**src/rtl/rstc_pkg.sv**
```systemverilog
package rstc_pkg;

    localparam int DATA_W    = 8;
    localparam int TRIG_BIT  = 2;   // clear-to-set starts a reset
    localparam int SEL_BIT   = 1;   // 1 = full platform, 0 = processor only

    localparam logic [DATA_W-1:0] SEL_MASK  = DATA_W'(1) << SEL_BIT;
    localparam logic [DATA_W-1:0] TRIG_MASK = DATA_W'(1) << TRIG_BIT;

    typedef logic [DATA_W-1:0] byte_t;

    typedef enum logic [1:0] {
        KIND_NONE = 2'd0,
        KIND_CPU  = 2'd1,
        KIND_FULL = 2'd2
    } rst_kind_e;

    typedef struct packed {
        logic cpu;
        logic plat;
    } pulse_t;

    // Value kept in storage: select bit never persists.
    function automatic byte_t store_view(input byte_t wr_byte);
        return wr_byte & ~SEL_MASK;
    endfunction

    // Value presented on reads: trigger bit always appears clear.
    function automatic byte_t read_view(input byte_t held);
        return held & ~TRIG_MASK;
    endfunction

    // Decide what kind of reset a write requests given current storage.
    function automatic rst_kind_e classify(input byte_t wr_byte, input byte_t held);
        if (wr_byte[TRIG_BIT] && !held[TRIG_BIT]) begin
            return wr_byte[SEL_BIT] ? KIND_FULL : KIND_CPU;
        end
        return KIND_NONE;
    endfunction

    function automatic pulse_t kind_to_pulse(input rst_kind_e k);
        pulse_t p;
        p.cpu  = (k != KIND_NONE);
        p.plat = (k == KIND_FULL);
        return p;
    endfunction

endpackage

```
**src/rtl/rstc_decode.sv**
```systemverilog
module rstc_decode #(
    parameter int                ADDR_W = 16,
    parameter logic [ADDR_W-1:0] MATCH  = 16'h0CF9
) (
    input  logic              clk,
    input  logic              rst,
    input  logic [ADDR_W-1:0] addr,
    input  logic              wr,
    input  logic              rd,
    output logic              wr_hit,
    output logic              rd_hit
);

    logic addr_eq;

    always_comb begin
        addr_eq = (addr == MATCH);
        wr_hit  = wr && addr_eq;
        rd_hit  = rd && addr_eq;
    end

    AST_HIT_NEEDS_ADDR: assert property (@(posedge clk) disable iff (rst)
        (wr_hit || rd_hit) |-> (addr == MATCH));

endmodule

```
**src/rtl/rstc_store.sv**
```systemverilog
module rstc_store
    import rstc_pkg::*;
(
    input  logic  clk,
    input  logic  rst,
    input  logic  wr_hit,
    input  logic  rd_hit,
    input  byte_t wdata,
    output byte_t held,
    output byte_t rdata
);

    byte_t held_q;

    always_ff @(posedge clk) begin
        if (rst) begin
            held_q <= '0;
        end else if (wr_hit) begin
            held_q <= store_view(wdata);
        end
    end

    // Read path is combinational from storage, so a same-cycle write
    // is seen only from the next cycle on.
    always_comb begin
        held  = held_q;
        rdata = rd_hit ? read_view(held_q) : '0;
    end

    AST_RESET_CLEARS: assert property (@(posedge clk)
        rst |=> (held_q == '0));
    AST_NO_WRITE_HOLDS: assert property (@(posedge clk) disable iff (rst)
        !wr_hit |=> $stable(held_q));
    AST_SEL_NOT_KEPT: assert property (@(posedge clk) disable iff (rst)
        wr_hit |=> (held_q[SEL_BIT] == 1'b0));
    AST_TRIG_READS_CLEAR: assert property (@(posedge clk) disable iff (rst)
        rd_hit |-> (rdata[TRIG_BIT] == 1'b0));
    AST_IDLE_READ_ZERO: assert property (@(posedge clk) disable iff (rst)
        !rd_hit |-> (rdata == '0));

endmodule

```
**src/rtl/rstc_pulse.sv**
```systemverilog
module rstc_pulse
    import rstc_pkg::*;
(
    input  logic  clk,
    input  logic  rst,
    input  logic  wr_hit,
    input  byte_t wdata,
    input  byte_t held,
    output logic  cpu_pulse,
    output logic  plat_pulse
);

    rst_kind_e kind;
    pulse_t    next_p;
    pulse_t    cur_p;

    always_comb begin
        kind   = wr_hit ? classify(wdata, held) : KIND_NONE;
        next_p = kind_to_pulse(kind);
    end

    always_ff @(posedge clk) begin
        if (rst) begin
            cur_p <= '0;
        end else begin
            cur_p <= next_p;
        end
    end

    assign cpu_pulse  = cur_p.cpu;
    assign plat_pulse = cur_p.plat;

    AST_EDGE_FIRES: assert property (@(posedge clk) disable iff (rst)
        (wr_hit && wdata[TRIG_BIT] && !held[TRIG_BIT]) |=> cpu_pulse);
    AST_LEVEL_SILENT: assert property (@(posedge clk) disable iff (rst)
        (wr_hit && held[TRIG_BIT]) |=> !cpu_pulse);
    AST_NO_WRITE_NO_PULSE: assert property (@(posedge clk) disable iff (rst)
        !wr_hit |=> !(cpu_pulse || plat_pulse));
    AST_SOFT_ONLY_CPU: assert property (@(posedge clk) disable iff (rst)
        (wr_hit && !wdata[SEL_BIT]) |=> !plat_pulse);
    AST_PLAT_WITH_CPU: assert property (@(posedge clk) disable iff (rst)
        plat_pulse |-> cpu_pulse);
    AST_ONE_WIDE: assert property (@(posedge clk) disable iff (rst)
        cpu_pulse |=> !cpu_pulse);

endmodule

```
**src/rtl/io_reset_ctrl.sv**
```systemverilog
module io_reset_ctrl
    import rstc_pkg::*;
#(
    parameter int                ADDR_W   = 16,
    parameter logic [ADDR_W-1:0] REG_ADDR = 16'h0CF9
) (
    input  logic              clk,
    input  logic              rst,
    input  logic [ADDR_W-1:0] io_addr,
    input  logic              io_wr,
    input  logic              io_rd,
    input  logic [7:0]        io_wdata,
    output logic [7:0]        io_rdata,
    output logic              cpu_rst_pulse,
    output logic              plat_rst_pulse
);

    logic  wr_hit;
    logic  rd_hit;
    byte_t held;

    rstc_decode #(
        .ADDR_W (ADDR_W),
        .MATCH  (REG_ADDR)
    ) u_decode (
        .clk    (clk),
        .rst    (rst),
        .addr   (io_addr),
        .wr     (io_wr),
        .rd     (io_rd),
        .wr_hit (wr_hit),
        .rd_hit (rd_hit)
    );

    rstc_store u_store (
        .clk    (clk),
        .rst    (rst),
        .wr_hit (wr_hit),
        .rd_hit (rd_hit),
        .wdata  (io_wdata),
        .held   (held),
        .rdata  (io_rdata)
    );

    rstc_pulse u_pulse (
        .clk        (clk),
        .rst        (rst),
        .wr_hit     (wr_hit),
        .wdata      (io_wdata),
        .held       (held),
        .cpu_pulse  (cpu_rst_pulse),
        .plat_pulse (plat_rst_pulse)
    );

endmodule

```
**config.mk**
```make
export PLATFORM = sky130hd
export DESIGN_NAME = io_reset_ctrl
export DESIGN_NICKNAME = d
export VERILOG_FILES = /design/src/rtl/rstc_pkg.sv /design/src/rtl/rstc_decode.sv /design/src/rtl/rstc_store.sv /design/src/rtl/rstc_pulse.sv /design/src/rtl/io_reset_ctrl.sv
export SDC_FILE = /design/constraint.sdc
export NUM_CORES = 1
export LEC_CHECK = 0
export BUFFER_PORTS_ARGS = -buffer_cell sky130_fd_sc_hd__buf_4
export CAP_MARGIN = 20
export CORE_UTILIZATION = 30
export DETAILED_ROUTE_END_ITERATION = 8
export GPL_ROUTABILITY_DRIVEN = 1
export HOLD_SLACK_MARGIN = 0.08
export PLACE_DENSITY_LB_ADDON = 0.3
export SLEW_MARGIN = 20
export SYNTH_ARGS = -nofsm -noshare
export SYNTH_HDL_FRONTEND = slang
export SYNTH_SLANG_ARGS = --single-unit
```
**constraint.sdc**
```tcl
create_clock -name clk -period 1.14 [get_ports clk]
set_input_delay 0.114 -clock clk [delete_from_list [all_inputs] [get_ports clk]]
set_output_delay 0.114 -clock clk [all_outputs]
set_load 0.05 [all_outputs]
```
=== After elaboration in Yosys (flattened, before gate mapping) ===
Cells that the tools add are included.
Widths: inputs -> output; s select.

* Output and inout bits: 10
* Flip-flop bits (word level): 9
* Word-level logic and storage cells: 16
* Input port bits: 28

* Multiplexer cells: 6
* Equality and inequality tests: 2
* Reductions and logical operators: 5

{| class="wikitable"
|+ Operators by type and width
! operator !! count
|-
| $eq 16x12->1 const B || 1
|-
| $mux 2 || 4
|-
| $mux 8 || 1
|-
| $logic_and 1x1->1 || 3
|-
| $eq 2x2->1 const B || 1
|-
| $reduce_bool 2->1 || 1
|-
| $logic_not 1->1 || 1
|-
| $mux 1 || 1
|}

=== Logic depth before layout (Yosys ltp) ===
* Depth after elaboration: 6
* Mapped depth: 5
* Gate-level depth less buffers: 4

=== By module ===
From an unflattened synthesis, not the netlist that was laid out.

* Cells, all modules: 43
* Area, all modules: 435.4 um^2

{| class="wikitable"
|+ Modules (own cells, without submodules)
! module !! seq. area each (um^2) !! cells an instance !! area each (um^2) !! times used
|-
| rstc_store || 140.1 || 32 || 311.5 || 1
|-
| rstc_decode || 0.0 || 7 || 65.1 || 1
|-
| rstc_pulse || 40.0 || 4 || 58.8 || 1
|}

=== Worst setup path before layout ===
Ideal clock, no wire load.

* Kind: input -> output
* Start: input port io_addr[12]
* End: output port io_rdata[0]
* Required time: 1.026 ns
* Slack: -0.083 ns
* Buffers on the path: 1
* Stages: 4
* Arrival time: 1.109 ns
* Path through: nor4_4 -> and4_4 -> buf_8 -> and3_2

* Cells in the longest elaborated chain, start to end: 3

{| class="wikitable"
|+ RTL lines
! item !! RTL line !! text
|-
| start: declaration || io_reset_ctrl.sv:9 || <nowiki>input logic [ADDR_W-1:0] io_addr,</nowiki>
|-
| $eq 16x12->1 || rstc_decode.sv:17 || <nowiki>addr_eq = (addr == MATCH);</nowiki>
|-
| $logic_and 1x1->1 || rstc_decode.sv:19 || <nowiki>rd_hit = rd && addr_eq;</nowiki>
|-
| $mux 8 || rstc_store.sv:27 || <nowiki>rdata = rd_hit ? read_view(held_q) : '0;</nowiki>
|-
| end: declaration || io_reset_ctrl.sv:13 || <nowiki>output logic [7:0] io_rdata,</nowiki>
|}

No other way between the ends.

=== Worst setup path in the final report ===
* Start: input port io_addr[12]
* End: output port io_rdata[3]

The elaborated chain is that of the path after synthesis.

==> summary.txt <==
num ports - 38
Post-route DRC - 0
crit end category - output pin
worst skew pair latency - 0.25 ns
outcome - complete, but fails checks
PnR Total Power - 672 uW
RR Endpoint - u_pulse.plat_pulse$_SDFF_PP0_
launch point of the worst reg-to-reg path - u_store.held[2]$_SDFFE_PP0P_
largest cells by area after synthesis - dfxtp_1 (37%), and3_2 (9.3%), a21oi_1 (7.2%)
Syn. warnings - 0
fin crit period - 1.28 ns
critical-path maximum fanout - 5
CP delay by family, top - simple AND/OR/NAND/NOR gates
fraction of layout cells with a size suffix above 1 - 58.3%
Cells after DPL - 103
Mapped Avg Cell Area - 8.99 sq um
endpoints failing hold - 0
count of input and output buffers - 35
LEAKAGE - 0.400 nW
die footprint - 1780 sq um
Initial Util - 32.2%
area delta synth->final - 87.6%
startpoint types - input pin
antenna violations before repair - 0
cell taking the most area after synthesis - dfxtp_1
CTS Buf Count - 3
Clock transition at path regs - 0.06 ns
worst endpoint data arrival time - 1.16 ns
Routed Wire Length - 1230 um
first-pass GRT wire length - 1970 um
crit path kind - in -> out
number of global-route vias before repair - 494
unrepaired setup endpoints after global routing - true
worst vdd ir - 0.500 mV
Bufs and invs on worst path - 2
Final Wtd Congestion - 0.668
Ant. Diodes - 0
drt pass-1 iters - 2
max incr delay on CP - 0.32 ns
Vias - 569
sequential fraction of the synthesis area - 37.1%
Syn Inst Count - 54
clk_skew - 0.0000551 ns
Via density - 5.08
register bit count reported by yosys - 9
worst-path cell chain - buf_6 -> nor4_4 -> and4_4 -> and3_4 -> buf_8
f_max - 782 MHz
core area - 1510 sq um
Final ANT Viol Nets - 0
Hold WC Path Type - in -> reg
setup ws final - -0.139 ns
largest net degree at the start of global routing - 10
die height - 42.2 um
num rows - 14
CP max stage cell - nor4_4
synthesized area - 485 sq um
count of non-filler cells in the finished layout - 112
Hold EP - u_pulse.plat_pulse$_SDFF_PP0_
overall global routing resource usage - 14.9%
area fraction of the dominant cell type after synthesis - 37.1%
post-synthesis cell type count - 20
PD cells - 738 nW/um^2
CTS sink cnt - 9
worst path required time - 1.03 ns
CTS root buffer - clkbuf_4
MaxCap Viol Count - 0
Die Wd - 42.2 um
Max Slew Vio Count - 0
clock buffer depth - 2
initial DRC count - 5
H-tree Lvls - 1
routed len/inst - 11.0 um
failing checks - setup timing
worst reg2reg path depth - 1
Tcrit/Tclk final - 112%
CTS tree - built
register-to-register setup slack - 0.46 ns
Layout Nets - 125
Hold Crit Start - io_wdata[1]
Detail Placement HPWL - 944 um
total of fill cells in the finished design - 120
total grt overflow - 0
setup violators final - 6
Hold Crit Depth - 3
-- cells in the mapped netlist --
| master | number |
|---|---|
| a21oi_1 | 7 |
| and3_2 | 6 |
| and4_4 | 1 |
| and4b_1 | 2 |
| and4bb_2 | 1 |
| buf_1 | 1 |
| buf_4 | 2 |
| buf_6 | 1 |
| buf_8 | 1 |
| conb_1 | 1 |
| dfxtp_1 | 9 |
| inv_1 | 2 |
| nand2_1 | 1 |
| nand2b_1 | 1 |
| nand3_1 | 7 |
| nand4_1 | 1 |
| nor3_1 | 1 |
| nor4_2 | 1 |
| nor4_4 | 1 |
| o21ai_0 | 7 |
-- worst max-delay path by stage --
stage | startpoint | endpoint | slack (ns) | cells after the start
final | io_addr[12] | io_rdata[3] | -0.14 | 5
after global routing | io_addr[12] | io_rdata[5] | -0.18 | 5
after CTS | io_addr[2] | io_rdata[3] | -0.14 | 5
after detailed placement | io_addr[12] | u_pulse.plat_pulse$_SDFF_PP0_ | -0.22 | 6
after global placement | io_addr[12] | io_rdata[3] | -0.18 | 5
after floorplan | io_addr[12] | io_rdata[0] | -0.02 | 4
-- stage by stage --
stage	worst slack [ns]	TNS, ns	utilization (%)	hold WS [ns]	instance area, sq um
3_3_place_gp	-0.176	-1.83	50.7	0.344	764
6_report	-0.139	-0.799	60.5	0.111	911
2_1_floorplan	-0.0193	-0.116	-	0.249	512
3_5_place_dp	-0.224	-2.30	50.7	0.352	764
4_1_cts	-0.142	-0.894	58.9	0.107	887
5_1_grt	-0.183	-1.07	60.5	0.108	911
-- tightest hold or removal path, delay by kind of cell --
kind                   cells  cell delay [ns]
buffers and inverters      2             0.17
and+or+nand+nor            1             0.05
-- cell type report --
class | count | area (sq um) | share of cell area [%]
sequential | 9 | 180 | 19.8
inverter | 2 | 7.51 | 0.824
multi-input combinational | 40 | 303 | 33.2
clock buffer | 4 | 26.3 | 2.88
timing repair buffer | 41 | 374 | 41.1
tap | 16 | 20.0 | 2.20
-- registers in the layout (all words and copies together), names as in the netlist --
register	count
u_store.held	7
u_pulse.cpu_pulse	1
u_pulse.plat_pulse	1
-- repair_timing --
item                                   in CTS  in global routing
pin swaps                                  10                  4
gates cloned                                1                  0
hold buffers                                1                  0
endpoints found under the hold margin       7                  0
setup endpoints to repair                   6                 13
buffers inserted                            3                  1
gates resized for setup                    15                  6
-- where the power goes --
part	leakage, nW	internal (mW)	switching, mW	total [mW]
Combinational	0.313	0.0709	0.0503	0.121
Sequential	0.0724	0.314	0.00000110	0.314
Clock	0.0150	0.134	0.102	0.237
Total	0.400	0.520	0.153	0.672
-- layer usage --
layer / part of all wire, % / vias to the layer above / GRT usage (%)
li1: - / 283 / -
met1: 41 / 255 / 18.6
met5: 0 / - / 0
met4: 1.1 / 0 / 9.38
met2: 49 / 29 / 22.2
met3: 8.7 / 2 / 4.31
-- cells in the final DEF, fill, tap and decap left out, drive strengths merged, types with 4 or more instances in the layout --
cell type,n
clkbuf,4
o21ai,7
dfxtp,9
buf,40
a21oi,7
and3,6
nand3,7
-- kinds of logic (layout without fill, tap and decap cells) --
kind of cell	after synthesis	in the layout	share of synthesized area, %
AO/OA/AOI/OAI	14	14	14.4
buffers and inverters	7	47	10.8
flip-flops	9	9	37.1
other	1	2	0.772
AND/OR/NAND/NOR	23	24	36.9
(Power assumes the default switching activity.)
